### config.mk
export PLATFORM = sky130hd
export DESIGN_NAME = shp_cfg_unit
export DESIGN_NICKNAME = d
export VERILOG_FILES = /design/src/rtl/shp_pkg.sv /design/src/rtl/shp_template.sv /design/src/rtl/shp_runscan.sv /design/src/rtl/shp_redcount.sv /design/src/rtl/shp_cfg_unit.sv
export SDC_FILE = /design/constraint.sdc
export NUM_CORES = 1
export LEC_CHECK = 0
export ABC_CLOCK_PERIOD_IN_PS = 8100
export BUFFER_PORTS_ARGS = -buffer_cell sky130_fd_sc_hd__buf_2
export CAP_MARGIN = 20
export CORE_MARGIN = 3
export CORE_UTILIZATION = 35
export CTS_CLUSTER_DIAMETER = 30
export DETAILED_ROUTE_END_ITERATION = 10
export HOLD_SLACK_MARGIN = 0.1
export PLACE_DENSITY = 0.54
export SYNTH_ARGS = -nofsm -noshare
export SYNTH_HDL_FRONTEND = slang
export SYNTH_SLANG_ARGS = --single-unit
### constraint.sdc
create_clock -name clk -period 8.1 [get_ports clk]
set_clock_uncertainty 0.05 [all_clocks]
set_input_delay 0.81 -clock clk [delete_from_list [all_inputs] [get_ports clk]]
set_output_delay 0.81 -clock clk [all_outputs]
set_load 0.05 [all_outputs]
### src/rtl/shp_pkg.sv
package shp_pkg;

    localparam int SHAPE_CNT = 4;

    localparam logic [3:0] SCH_MATRIX = 4'b0000;
    localparam logic [3:0] SCH_FFT    = 4'b0001;
    localparam logic [3:0] SCH_REDUCE = 4'b0111;

    localparam logic [1:0] KIND_MATRIX = 2'b00;
    localparam logic [1:0] KIND_BFLY   = 2'b01;
    localparam logic [1:0] KIND_TREE   = 2'b10;

    // First member is the most significant: matches MSB-first field numbering.
    typedef struct packed {
        logic [5:0] dx;
        logic [5:0] dy;
        logic [5:0] dz;
        logic [2:0] perm;
        logic [2:0] inv;
        logic [3:0] offs;
        logic [1:0] skip;
        logic [1:0] kind;
    } shape_word_t;

    typedef enum logic [2:0] {
        ST_IDLE,
        ST_LAUNCH,
        ST_COUNT,
        ST_SCALE,
        ST_COMMIT
    } cfg_state_e;

    typedef enum logic {
        SC_IDLE,
        SC_SCAN
    } scan_state_e;

    typedef enum logic [1:0] {
        RC_IDLE,
        RC_OUTER,
        RC_INNER
    } red_state_e;

endpackage

### src/rtl/shp_template.sv
module shp_template
    import shp_pkg::*;
#(
    parameter int DIM_W  = 5,
    parameter int SHAPES = SHAPE_CNT
) (
    input  logic [3:0]       sched,
    input  logic [DIM_W-1:0] xf,
    input  logic [DIM_W-1:0] yf,
    input  logic [DIM_W-1:0] zf,
    output logic [31:0]      shape_o [SHAPES]
);

    shape_word_t base;

    always_comb begin
        base    = '0;
        base.dx = 6'(xf);
        base.dz = 6'(zf);
        case (sched)
            SCH_MATRIX: begin
                base.dy   = 6'(yf);
                base.skip = 2'b11;
                base.kind = KIND_MATRIX;
            end
            SCH_FFT:    base.kind = KIND_BFLY;
            SCH_REDUCE: base.kind = KIND_TREE;
            default:    base = '0;
        endcase
    end

    for (genvar g = 0; g < SHAPES; g++) begin : g_shape
        shape_word_t w;
        always_comb begin
            w = base;
            case (sched)
                SCH_MATRIX: begin
                    if (g == 1) begin
                        w.perm = 3'b001;
                        w.skip = 2'b01;
                    end else if (g == 2) begin
                        w.perm = 3'b001;
                        w.skip = 2'b11;
                    end
                end
                SCH_FFT: begin
                    if (g == 1)      w.skip = 2'b01;
                    else if (g == 2) w.skip = 2'b10;
                    else if (g >= 3) w = '0;
                end
                SCH_REDUCE: begin
                    if (g == 1)      w.skip = 2'b01;
                    else if (g >= 2) w = '0;
                end
                default: w = '0;
            endcase
        end
        assign shape_o[g] = w;
    end

endmodule

### src/rtl/shp_runscan.sv
module shp_runscan
    import shp_pkg::*;
#(
    parameter int DIM_W = 5,
    parameter int CAP   = 5,
    localparam int PW   = $clog2(CAP + 1)
) (
    input  logic             clk,
    input  logic             rst_n,
    input  logic             go,
    input  logic [DIM_W-1:0] field,
    output logic             done,
    output logic [PW-1:0]    count
);

    scan_state_e      st;
    logic [DIM_W-1:0] shifted;
    logic             bit_now;

    always_comb begin
        shifted = field >> count;
        bit_now = shifted[0];
    end

    always_ff @(posedge clk or negedge rst_n) begin
        if (!rst_n) begin
            st    <= SC_IDLE;
            done  <= 1'b0;
            count <= '0;
        end else begin
            unique case (st)
                SC_IDLE: begin
                    done <= 1'b0;
                    if (go) begin
                        count <= '0;
                        st    <= SC_SCAN;
                    end
                end
                SC_SCAN: begin
                    if ((count < PW'(CAP)) && bit_now) begin
                        count <= count + 1'b1;
                    end else begin
                        done <= 1'b1;
                        st   <= SC_IDLE;
                    end
                end
            endcase
        end
    end

endmodule

### src/rtl/shp_redcount.sv
module shp_redcount
    import shp_pkg::*;
#(
    parameter int CNT_W = 6,
    localparam int SW   = CNT_W + 2
) (
    input  logic             clk,
    input  logic             rst_n,
    input  logic             go,
    input  logic [CNT_W-1:0] leaves,
    output logic             done,
    output logic [CNT_W-1:0] ops
);

    red_state_e    st;
    logic [SW-1:0] step;
    logic [SW-1:0] pos;
    logic [SW-1:0] lim;

    assign lim = SW'(leaves);

    always_ff @(posedge clk or negedge rst_n) begin
        if (!rst_n) begin
            st   <= RC_IDLE;
            done <= 1'b0;
            ops  <= '0;
            step <= '0;
            pos  <= '0;
        end else begin
            unique case (st)
                RC_IDLE: begin
                    done <= 1'b0;
                    if (go) begin
                        step <= SW'(1);
                        pos  <= '0;
                        ops  <= '0;
                        st   <= RC_OUTER;
                    end
                end
                RC_OUTER: begin
                    if (step < lim) begin
                        pos <= '0;
                        st  <= RC_INNER;
                    end else begin
                        done <= 1'b1;
                        st   <= RC_IDLE;
                    end
                end
                RC_INNER: begin
                    if ((pos + step) < lim) begin
                        pos <= pos + (step << 1);
                        ops <= ops + 1'b1;
                    end else begin
                        step <= step << 1;
                        st   <= RC_OUTER;
                    end
                end
                default: st <= RC_IDLE;
            endcase
        end
    end

endmodule

### src/rtl/shp_cfg_unit.sv
module shp_cfg_unit
    import shp_pkg::*;
#(
    parameter int DIM_W    = 5,
    parameter int VL_W     = 7,
    parameter int FFT_CAP  = 5,
    parameter int OPERANDS = 5
) (
    input  logic                    clk,
    input  logic                    rst_n,
    input  logic                    start,
    input  logic [DIM_W-1:0]        x_fld,
    input  logic [DIM_W-1:0]        y_fld,
    input  logic [DIM_W-1:0]        z_fld,
    input  logic [3:0]              sched,
    input  logic                    vf_in,
    input  logic                    persist_in,
    input  logic [2*OPERANDS-1:0]   remap_sel_in,
    input  logic [OPERANDS-1:0]     remap_en_in,
    output logic                    busy,
    output logic                    done,
    output logic [31:0]             shape0,
    output logic [31:0]             shape1,
    output logic [31:0]             shape2,
    output logic [31:0]             shape3,
    output logic [VL_W-1:0]         vl,
    output logic [VL_W-1:0]         maxvl,
    output logic                    vf_out,
    output logic                    persist_out,
    output logic [2*OPERANDS-1:0]   remap_sel_out,
    output logic [OPERANDS-1:0]     remap_en_out
);

    localparam int FW  = DIM_W + 1;
    localparam int SCW = $clog2(FFT_CAP + 1);
    localparam int MPW = 3 * FW;
    localparam int FPW = FW + SCW;
    localparam int SPW = VL_W + FW;
    localparam int SEL_W = 2 * OPERANDS;

    cfg_state_e state, state_nx;

    logic [DIM_W-1:0] x_q, y_q, z_q;
    logic [3:0]       sched_q;
    logic             vf_q, pers_q;
    logic [SEL_W-1:0] sel_q;
    logic [OPERANDS-1:0] en_q;
    logic [VL_W-1:0]  vl_acc, maxvl_acc;

    logic [FW-1:0]  xd, yd, zd;
    logic [MPW-1:0] mat_prod;
    logic [FPW-1:0] fft_prod;
    logic [SPW-1:0] scaled;

    logic           scan_go, scan_done;
    logic [SCW-1:0] scan_cnt;
    logic           red_go, red_done;
    logic [FW-1:0]  red_ops;
    logic [31:0]    tmpl [SHAPE_CNT];

    logic is_fft, is_red, is_mat;

    assign is_fft = (sched_q == SCH_FFT);
    assign is_red = (sched_q == SCH_REDUCE);
    assign is_mat = (sched_q == SCH_MATRIX);

    assign xd = {1'b0, x_q} + FW'(1);
    assign yd = {1'b0, y_q} + FW'(1);
    assign zd = {1'b0, z_q} + FW'(1);

    assign mat_prod = MPW'(xd) * MPW'(yd) * MPW'(zd);
    assign fft_prod = FPW'(xd) * FPW'(scan_cnt);
    assign scaled   = SPW'(vl_acc) * SPW'(zd);

    assign scan_go = (state == ST_LAUNCH) && is_fft;
    assign red_go  = (state == ST_LAUNCH) && is_red;
    assign busy    = (state != ST_IDLE);

    shp_template #(.DIM_W(DIM_W), .SHAPES(SHAPE_CNT)) u_tmpl (
        .sched   (sched_q),
        .xf      (x_q),
        .yf      (y_q),
        .zf      (z_q),
        .shape_o (tmpl)
    );

    shp_runscan #(.DIM_W(DIM_W), .CAP(FFT_CAP)) u_scan (
        .clk   (clk),
        .rst_n (rst_n),
        .go    (scan_go),
        .field (x_q),
        .done  (scan_done),
        .count (scan_cnt)
    );

    shp_redcount #(.CNT_W(FW)) u_red (
        .clk    (clk),
        .rst_n  (rst_n),
        .go     (red_go),
        .leaves (xd),
        .done   (red_done),
        .ops    (red_ops)
    );

    // State register
    always_ff @(posedge clk or negedge rst_n) begin
        if (!rst_n) state <= ST_IDLE;
        else        state <= state_nx;
    end

    // Transitions
    always_comb begin
        state_nx = state;
        unique case (state)
            ST_IDLE:   if (start) state_nx = ST_LAUNCH;
            ST_LAUNCH: state_nx = (is_fft || is_red) ? ST_COUNT : ST_SCALE;
            ST_COUNT:  if ((is_fft && scan_done) || (is_red && red_done))
                           state_nx = ST_SCALE;
            ST_SCALE:  state_nx = ST_COMMIT;
            ST_COMMIT: state_nx = ST_IDLE;
            default:   state_nx = ST_IDLE;
        endcase
    end

    // Datapath and outputs
    always_ff @(posedge clk or negedge rst_n) begin
        if (!rst_n) begin
            x_q           <= '0;
            y_q           <= '0;
            z_q           <= '0;
            sched_q       <= '0;
            vf_q          <= 1'b0;
            pers_q        <= 1'b0;
            sel_q         <= '0;
            en_q          <= '0;
            vl_acc        <= '0;
            maxvl_acc     <= '0;
            done          <= 1'b0;
            shape0        <= '0;
            shape1        <= '0;
            shape2        <= '0;
            shape3        <= '0;
            vl            <= '0;
            maxvl         <= '0;
            vf_out        <= 1'b0;
            persist_out   <= 1'b0;
            remap_sel_out <= '0;
            remap_en_out  <= '0;
        end else begin
            done <= 1'b0;
            unique case (state)
                ST_IDLE: begin
                    if (start) begin
                        x_q     <= x_fld;
                        y_q     <= y_fld;
                        z_q     <= z_fld;
                        sched_q <= sched;
                        vf_q    <= vf_in;
                        pers_q  <= persist_in;
                        sel_q   <= remap_sel_in;
                        en_q    <= remap_en_in;
                    end
                end
                ST_LAUNCH: begin
                    if (is_mat)                vl_acc <= mat_prod[VL_W-1:0];
                    else if (!is_fft && !is_red) vl_acc <= '0;
                end
                ST_COUNT: begin
                    if (is_fft && scan_done) vl_acc <= fft_prod[VL_W-1:0];
                    if (is_red && red_done)  vl_acc <= VL_W'(red_ops);
                end
                ST_SCALE: begin
                    maxvl_acc <= is_mat ? vl_acc : scaled[VL_W-1:0];
                end
                ST_COMMIT: begin
                    done          <= 1'b1;
                    shape0        <= tmpl[0];
                    shape1        <= tmpl[1];
                    shape2        <= tmpl[2];
                    shape3        <= tmpl[3];
                    vl            <= vl_acc;
                    maxvl         <= maxvl_acc;
                    vf_out        <= vf_q;
                    persist_out   <= pers_q;
                    remap_sel_out <= pers_q ? sel_q : '0;
                    remap_en_out  <= pers_q ? en_q  : '0;
                end
                default: ;
            endcase
        end
    end

endmodule

== After elaboration in Yosys (flattened, before gate mapping) ==
Cells that the tools add are included.

* Register bits: 229
* Input port bits: 39
* Output and inout bits: 161
* Logic and storage cells: 144

* Add/subtract/negate cells: 7
* Multiply operators: 4
* Order comparisons: 3
* Equality and inequality tests: 20
* Shift operators: 1
* Multiplexer cells: 49
* Bitwise operators: 1
* Reductions and logical operators: 29

{| class="wikitable"
|+ Operators by type and width
! operator !! number
|-
| 2-to-1 mux 31 bit || 2
|-
| 2-to-1 mux 8 bit || 5
|-
| 2-to-1 mux 7 bit || 5
|-
| 2-to-1 mux 17 bit || 2
|-
| case mux 8 bit (3 select lines) || 1
|-
| adder 5 x 1 -> 6 bit, second input constant || 3
|-
| adder 8 bit || 2
|-
| less-than comparator 8 x 6 -> 1 bit || 2
|-
| inequality test 2 bit, second input constant || 8
|-
| case mux 8 bit (2 select lines) || 1
|-
| case mux 7 bit (2 select lines) || 1
|-
| multiplier 12 x 6 -> 7 bit || 1
|-
| multiplier 6 x 6 -> 12 bit || 1
|-
| 2-to-1 mux 2 bit || 6
|-
| 2-to-1 mux 3 bit || 4
|-
| 2-to-1 mux 6 bit || 2
|-
| case mux 3 bit (4 select lines) || 1
|-
| case mux 6 bit (2 select lines) || 1
|-
| 2-to-1 mux 10 bit || 1
|-
| 2-to-1 mux 5 bit || 2
|-
| AND reduction 2 bit || 5
|-
| AND reduction 3 bit || 3
|-
| 2-to-1 mux 1 bit || 8
|-
| case mux 2 bit (2 select lines) || 2
|-
| other kinds (31) || 45
|}

== Depth between registers and ports, before layout ==
* Depth in word-level cells: 6
* Gate-level depth with buffers: 24
* Mapped depth without buffers: 24

== Cells and area by module ==
From an unflattened synthesis, not the netlist that was laid out.

* Cell total of the unflattened synthesis: 1480
* Area, all modules: 13541.7 sq um

{| class="wikitable"
|+ Modules (own cells, without submodules)
! module !! times used !! cells each !! area each (sq um) !! seq. area each (sq um)
|-
| shp_cfg_unit || 1 || 1128 || 10476.3 || 5330.1
|-
| shp_redcount || 1 || 184 || 1727.9 || 600.6
|-
| shp_template || 1 || 135 || 1024.7 || 0.0
|-
| shp_runscan || 1 || 33 || 312.8 || 125.1
|}

== Worst setup path after synthesis ==
OpenSTA, ideal clock, no wires.

* Path kind: reg2reg
* Start: reg x_q[1]
* End: reg vl_acc[6]
* Setup time: 0.070 ns
* Data arrival time: 6.119 ns
* Setup slack: 1.861 ns
* Cell stages (with the launch flop): 22
* Cells stage by stage: dfrtp_1 -> ha_1 -> xor2_1 -> inv_1 -> or2_2 -> fa_1 -> inv_1 -> fa_1 -> fa_1 -> ha_1 -> xnor2_1 -> nor2_1 -> fa_1 -> fa_1 -> fa_1 -> ha_1 -> a21oi_1 -> xnor2_1 -> xnor2_1 -> xnor2_1 -> nor4b_1 -> nand3b_1

* Longest elaborated chain between the ends: 5
* Elaborated cells on any way between the ends: 8

{| class="wikitable"
|+ RTL lines
! element !! RTL line !! text
|-
| start, declared || shp_cfg_unit.sv:43 || <nowiki>logic [DIM_W-1:0] x_q, y_q, z_q;</nowiki>
|-
| start signal, assigned || shp_cfg_unit.sv:154 || <nowiki>x_q <= x_fld;</nowiki>
|-
| adder 5 x 1 -> 6 bit (*) || shp_cfg_unit.sv:67 || <nowiki>assign xd = {1'b0, x_q} + FW'(1);</nowiki>
|-
| multiplier 6 x 6 -> 12 bit or multiplier 6 x 3 -> 7 bit (tied branches) || shp_cfg_unit.sv:71, shp_cfg_unit.sv:72 ||
|-
| multiplier 12 x 6 -> 7 bit or 2-to-1 mux 7 bit (tied branches) || shp_cfg_unit.sv:71, shp_cfg_unit.sv:169 ||
|-
| 2-to-1 mux 7 bit (on tied branches) || shp_cfg_unit.sv:165, shp_cfg_unit.sv:170 ||
|-
| case mux 7 bit (2 select lines) (*) || shp_cfg_unit.sv:151 || <nowiki>unique case (state)</nowiki>
|-
| end signal, assigned || shp_cfg_unit.sv:165 || <nowiki>if (is_mat) vl_acc <= mat_prod[VL_W-1:0];</nowiki>
|-
| end signal, assigned || shp_cfg_unit.sv:169 || <nowiki>if (is_fft && scan_done) vl_acc <= fft_prod[VL_W-1:0];</nowiki>
|-
| end signal, assigned || shp_cfg_unit.sv:170 || <nowiki>if (is_red && red_done) vl_acc <= VL_W'(red_ops);</nowiki>
|-
| end, declared || shp_cfg_unit.sv:48 || <nowiki>logic [VL_W-1:0] vl_acc, maxvl_acc;</nowiki>
|}

Mark *: on every way between the ends. The rest lies on a longest branch, timed or not. The select of a mux whose other input is x is not followed.
A chain may end at the register's enable or synchronous reset.

== Worst setup path in the final report ==
Same ends and word-level chain as after synthesis.

==> results list <==
- The floorplan step defined a core boundary enclosing 0.0282 mm².
- DRC violations left: 0
- The first routing iteration left 336 violations.
- The path class of the tightest hold or removal check is in -> async.
- Pin placement for this block handled 200 I/O pins.
- TritonCTS built the clock tree.
* Remaining antenna violation count after routing: 0
- Largest net degree at the start of global routing: 88
- Row generation in the floorplan step produced 61 rows.
- At the worst endpoint, the arrival time is 7.15 ns.
- Data required time of the worst path: 8.35 ns
- Total negative slack: 0 ns
- Placed cell count: 1444
- RSZ-0062 raised after global routing: no
* Clock root buffer: sky130_fd_sc_hd__clkbuf_16
- Clk sinks: 158
- After detailed routing, the total wire length is 22600 µm.
- Initial antenna violation count: 3
- Setup violators final: 0
* Post-synthesis sequential element count: 158
* Unique masters post-synth: 71
- Vias: 7019
- The congestion estimate from routability-driven global placement came to 0.809.
- Final Net Count: 1217
* Iteration count of the initial detailed-routing pass: 4
* Number of cells upsized or downsized after cts: 0
- Synthesis produced a netlist whose cell count is 989.
* Synth-to-layout area growth: 12.6%
- Minimum clock period after layout: 6.90 ns
* Cell depth of the worst flop-to-flop path: 21
- WL/cell: 15.3 µm
* Cts-stage hold buffer count: 0
* Netlist area before placement: 0.0101 mm²
- After layout, the worst path uses 85.2% of the clock period.
* CP Max Fanout: 7
- Routed via count divided by cell count: 4.75
* Deepest level of the CTS H-tree: 4
- The worst setup path is launched from a flop.
- Measured along the x axis, the die boundary spans 176 µm.
* GR Overflow Total: 0
- Tot GR Track Use: 15.2%
- Measured along the y axis, the die boundary spans 176 µm.
- For this run, the number of Yosys warnings is 0.
- After synthesis, the share of flip-flops with an asynchronous set or reset is 100%.
- In this run, CTS created clock tree buffers numbering 17.
- Cells with a size suffix above 1 make up 22.8% of the layout.
* Clock-pin slew of the registers on the worst-case setup and hold paths: 0.07 ns
- Commonest register cell after synthesis: sky130_fd_sc_hd__dfrtp_1
- Synth Area per Inst: 10.2 µm²
- Number of buffers added for setup after CTS: 0
- The synthesized design contains 0 enable-type register cells.
- Run status: completed
- Worst slew pin tran: 0.968 ns
- Effective utilization at floorplan: 36.0%
- The first global-routing pass estimated 38200 µm of wire.
- Worst-skew pair later-pin latency: 0.43 ns
* Die Outline Area: 0.0310 mm²
- The total count of hold-check failures in the final report came to 0.
* Worst-case clock buffer depth: 2
* Number of non-filler instances in the completed layout: 1478
- Register area share after synthesis: 39.0%
* Kind of capture point of the worst setup path: flop
- Top achievable clock speed: 0.145 GHz
- The number of global-route vias before repair came to 7121.
- # Max-Cap Violations: 0
- Number of slew-limit violations in the final report: 0
* Classification of the worst setup path: reg -> reg
- The count of buffers added on input and output ports is 148.
* Final HPWL from detailed placement: 16200 µm
- Measured against its own limit, the worst slew margin works out to 35.5%.
## cell families (layout without fill, tap and decap cells)
kind of cell,Yosys count,after routing,synth area share [%]
other,1,52,0.0370
buffers and inverters,185,245,10.4
muxes,58,58,6.30
xor gates and xnor gates,54,54,5.53
and+or+nand+nor,311,311,15.0
DFF,158,158,39.0
adders and majority gates,92,92,13.8
AOI/OAI and AO/OA,130,130,9.91
## per-stage QoR
step	instance area [µm²]	setup slack (ns)	hold slack, ns	utilization, %
floorplan	10300	1.86	0.385	-
global placement	10800	1.40	0.399	38.2
detailed placement	10800	1.18	0.404	38.2
CTS	11400	1.11	0.409	40.4
global route	11400	0.684	0.438	40.5
finish	11400	1.20	0.386	40.5
## layout by cell type (no fill, tap or decap), types with 17 or more instances in the layout
cell,netlist,final
sky130_fd_sc_hd__dfrtp_1,158,158
sky130_fd_sc_hd__nand2_1,149,148
sky130_fd_sc_hd__buf_2,8,147
sky130_fd_sc_hd__ha_1,59,59
sky130_fd_sc_hd__inv_1,58,58
sky130_fd_sc_hd__conb_1,1,51
sky130_fd_sc_hd__a22o_1,38,38
sky130_fd_sc_hd__mux2_2,36,36
sky130_fd_sc_hd__xnor2_1,35,35
sky130_fd_sc_hd__nor2_1,34,33
sky130_fd_sc_hd__fa_1,33,33
sky130_fd_sc_hd__nand3_1,29,29
sky130_fd_sc_hd__nor2b_1,22,22
sky130_fd_sc_hd__and2_1,21,21
sky130_fd_sc_hd__a21oi_1,21,21
sky130_fd_sc_hd__mux2i_1,21,21
sky130_fd_sc_hd__clkbuf_16,0,17
## registers in the layout, summed over array words and instances, names as in the netlist, 6 cells and up
register,flops
u_red.ops,6
shape2,14
sel_q,10
remap_sel_out,10
maxvl_acc,7
u_red.step,8
shape0,16
vl_acc,7
shape3,12
vl,7
maxvl,7
u_red.pos,7
## cell usage after synthesis, types with 7 or more instances
cell type                    n  share of area [%]
sky130_fd_sc_hd__nand3_1    29                1.4
sky130_fd_sc_hd__clkbuf_1   25               0.93
sky130_fd_sc_hd__a21o_1     11               0.81
sky130_fd_sc_hd__inv_1      58                2.1
sky130_fd_sc_hd__ha_1       59                7.3
sky130_fd_sc_hd__fa_1       33                6.5
sky130_fd_sc_hd__a31oi_1     8               0.49
sky130_fd_sc_hd__nor2_1     34                1.3
sky130_fd_sc_hd__nand2b_1   12               0.74
sky130_fd_sc_hd__mux2i_1    21                2.1
sky130_fd_sc_hd__nor2b_1    22                1.4
sky130_fd_sc_hd__o21a_1      9               0.67
sky130_fd_sc_hd__buf_4      85                6.3
sky130_fd_sc_hd__nand2_1   149                5.5
sky130_fd_sc_hd__o21ai_0    14               0.69
sky130_fd_sc_hd__xor2_1     12                1.0
sky130_fd_sc_hd__a22o_1     38                3.3
sky130_fd_sc_hd__buf_2       8               0.40
sky130_fd_sc_hd__and2_1     21                1.3
sky130_fd_sc_hd__a21oi_1    21                1.0
sky130_fd_sc_hd__o211ai_1    7               0.52
sky130_fd_sc_hd__mux2_2     36                4.0
sky130_fd_sc_hd__xnor2_1    35                3.0
sky130_fd_sc_hd__dfrtp_1   158                 39
## worst max-delay path, stage by stage (launching register included)
cell and delay (ns):
sky130_fd_sc_hd__dfrtp_1 0.47, sky130_fd_sc_hd__ha_1 0.27, sky130_fd_sc_hd__xor2_1 0.53, sky130_fd_sc_hd__inv_1 0.19
sky130_fd_sc_hd__or2_2 0.35, sky130_fd_sc_hd__fa_1 0.49, sky130_fd_sc_hd__inv_1 0.06, sky130_fd_sc_hd__fa_1 0.51
sky130_fd_sc_hd__fa_1 0.50, sky130_fd_sc_hd__ha_1 0.34, sky130_fd_sc_hd__xnor2_1 0.21, sky130_fd_sc_hd__nor2_1 0.08
sky130_fd_sc_hd__fa_1 0.53, sky130_fd_sc_hd__fa_1 0.44, sky130_fd_sc_hd__fa_1 0.49, sky130_fd_sc_hd__ha_1 0.33
sky130_fd_sc_hd__a21oi_1 0.17, sky130_fd_sc_hd__xnor2_1 0.16, sky130_fd_sc_hd__xnor2_1 0.11, sky130_fd_sc_hd__xnor2_1 0.23
sky130_fd_sc_hd__nor4b_1 0.07, sky130_fd_sc_hd__nand3b_1 0.19
## worst paths after layout
path / endpoint / slack [ns] / start
min in group clk: remap_sel_out[8] / 0.42 / remap_sel_out[8]
worst min-delay path: shape2[2] / 0.39 / rst_n
max in group asynchronous: u_red.ops[1] / 6.12 / rst_n
worst max register to register: vl_acc[6] / 1.20 / x_q[1]
worst min register to register: remap_sel_out[8] / 0.42 / remap_sel_out[8]
worst max-delay path: vl_acc[6] / 1.20 / x_q[1]
## final cells by class
cell class	instances	area [µm²]
fillers	2787	16800
repair buffers	155	823
clock buffers	18	429
inverters	58	218
multi-input cells	696	5330
clock inverters	14	180
flip-flops and latches	158	3950
well taps	378	473
diodes	1	2.50
## metal layers
metal / part of all wire [%] / vias up / wire, µm / GRT usage (%)
met2: 47 / 166 / 10700 / 24.2
li1: - / 3382 / - / -
met1: 46 / 3439 / 10500 / 21.3
met4: 1.2 / 6 / 282 / 3.83
met3: 5.3 / 26 / 1190 / 3.20
met5: 0.12 / - / 28 / 0
Power is left out: the tool's default activity adds up to more than one toggle a clock period on the data nets, which glitch-free logic cannot reach.
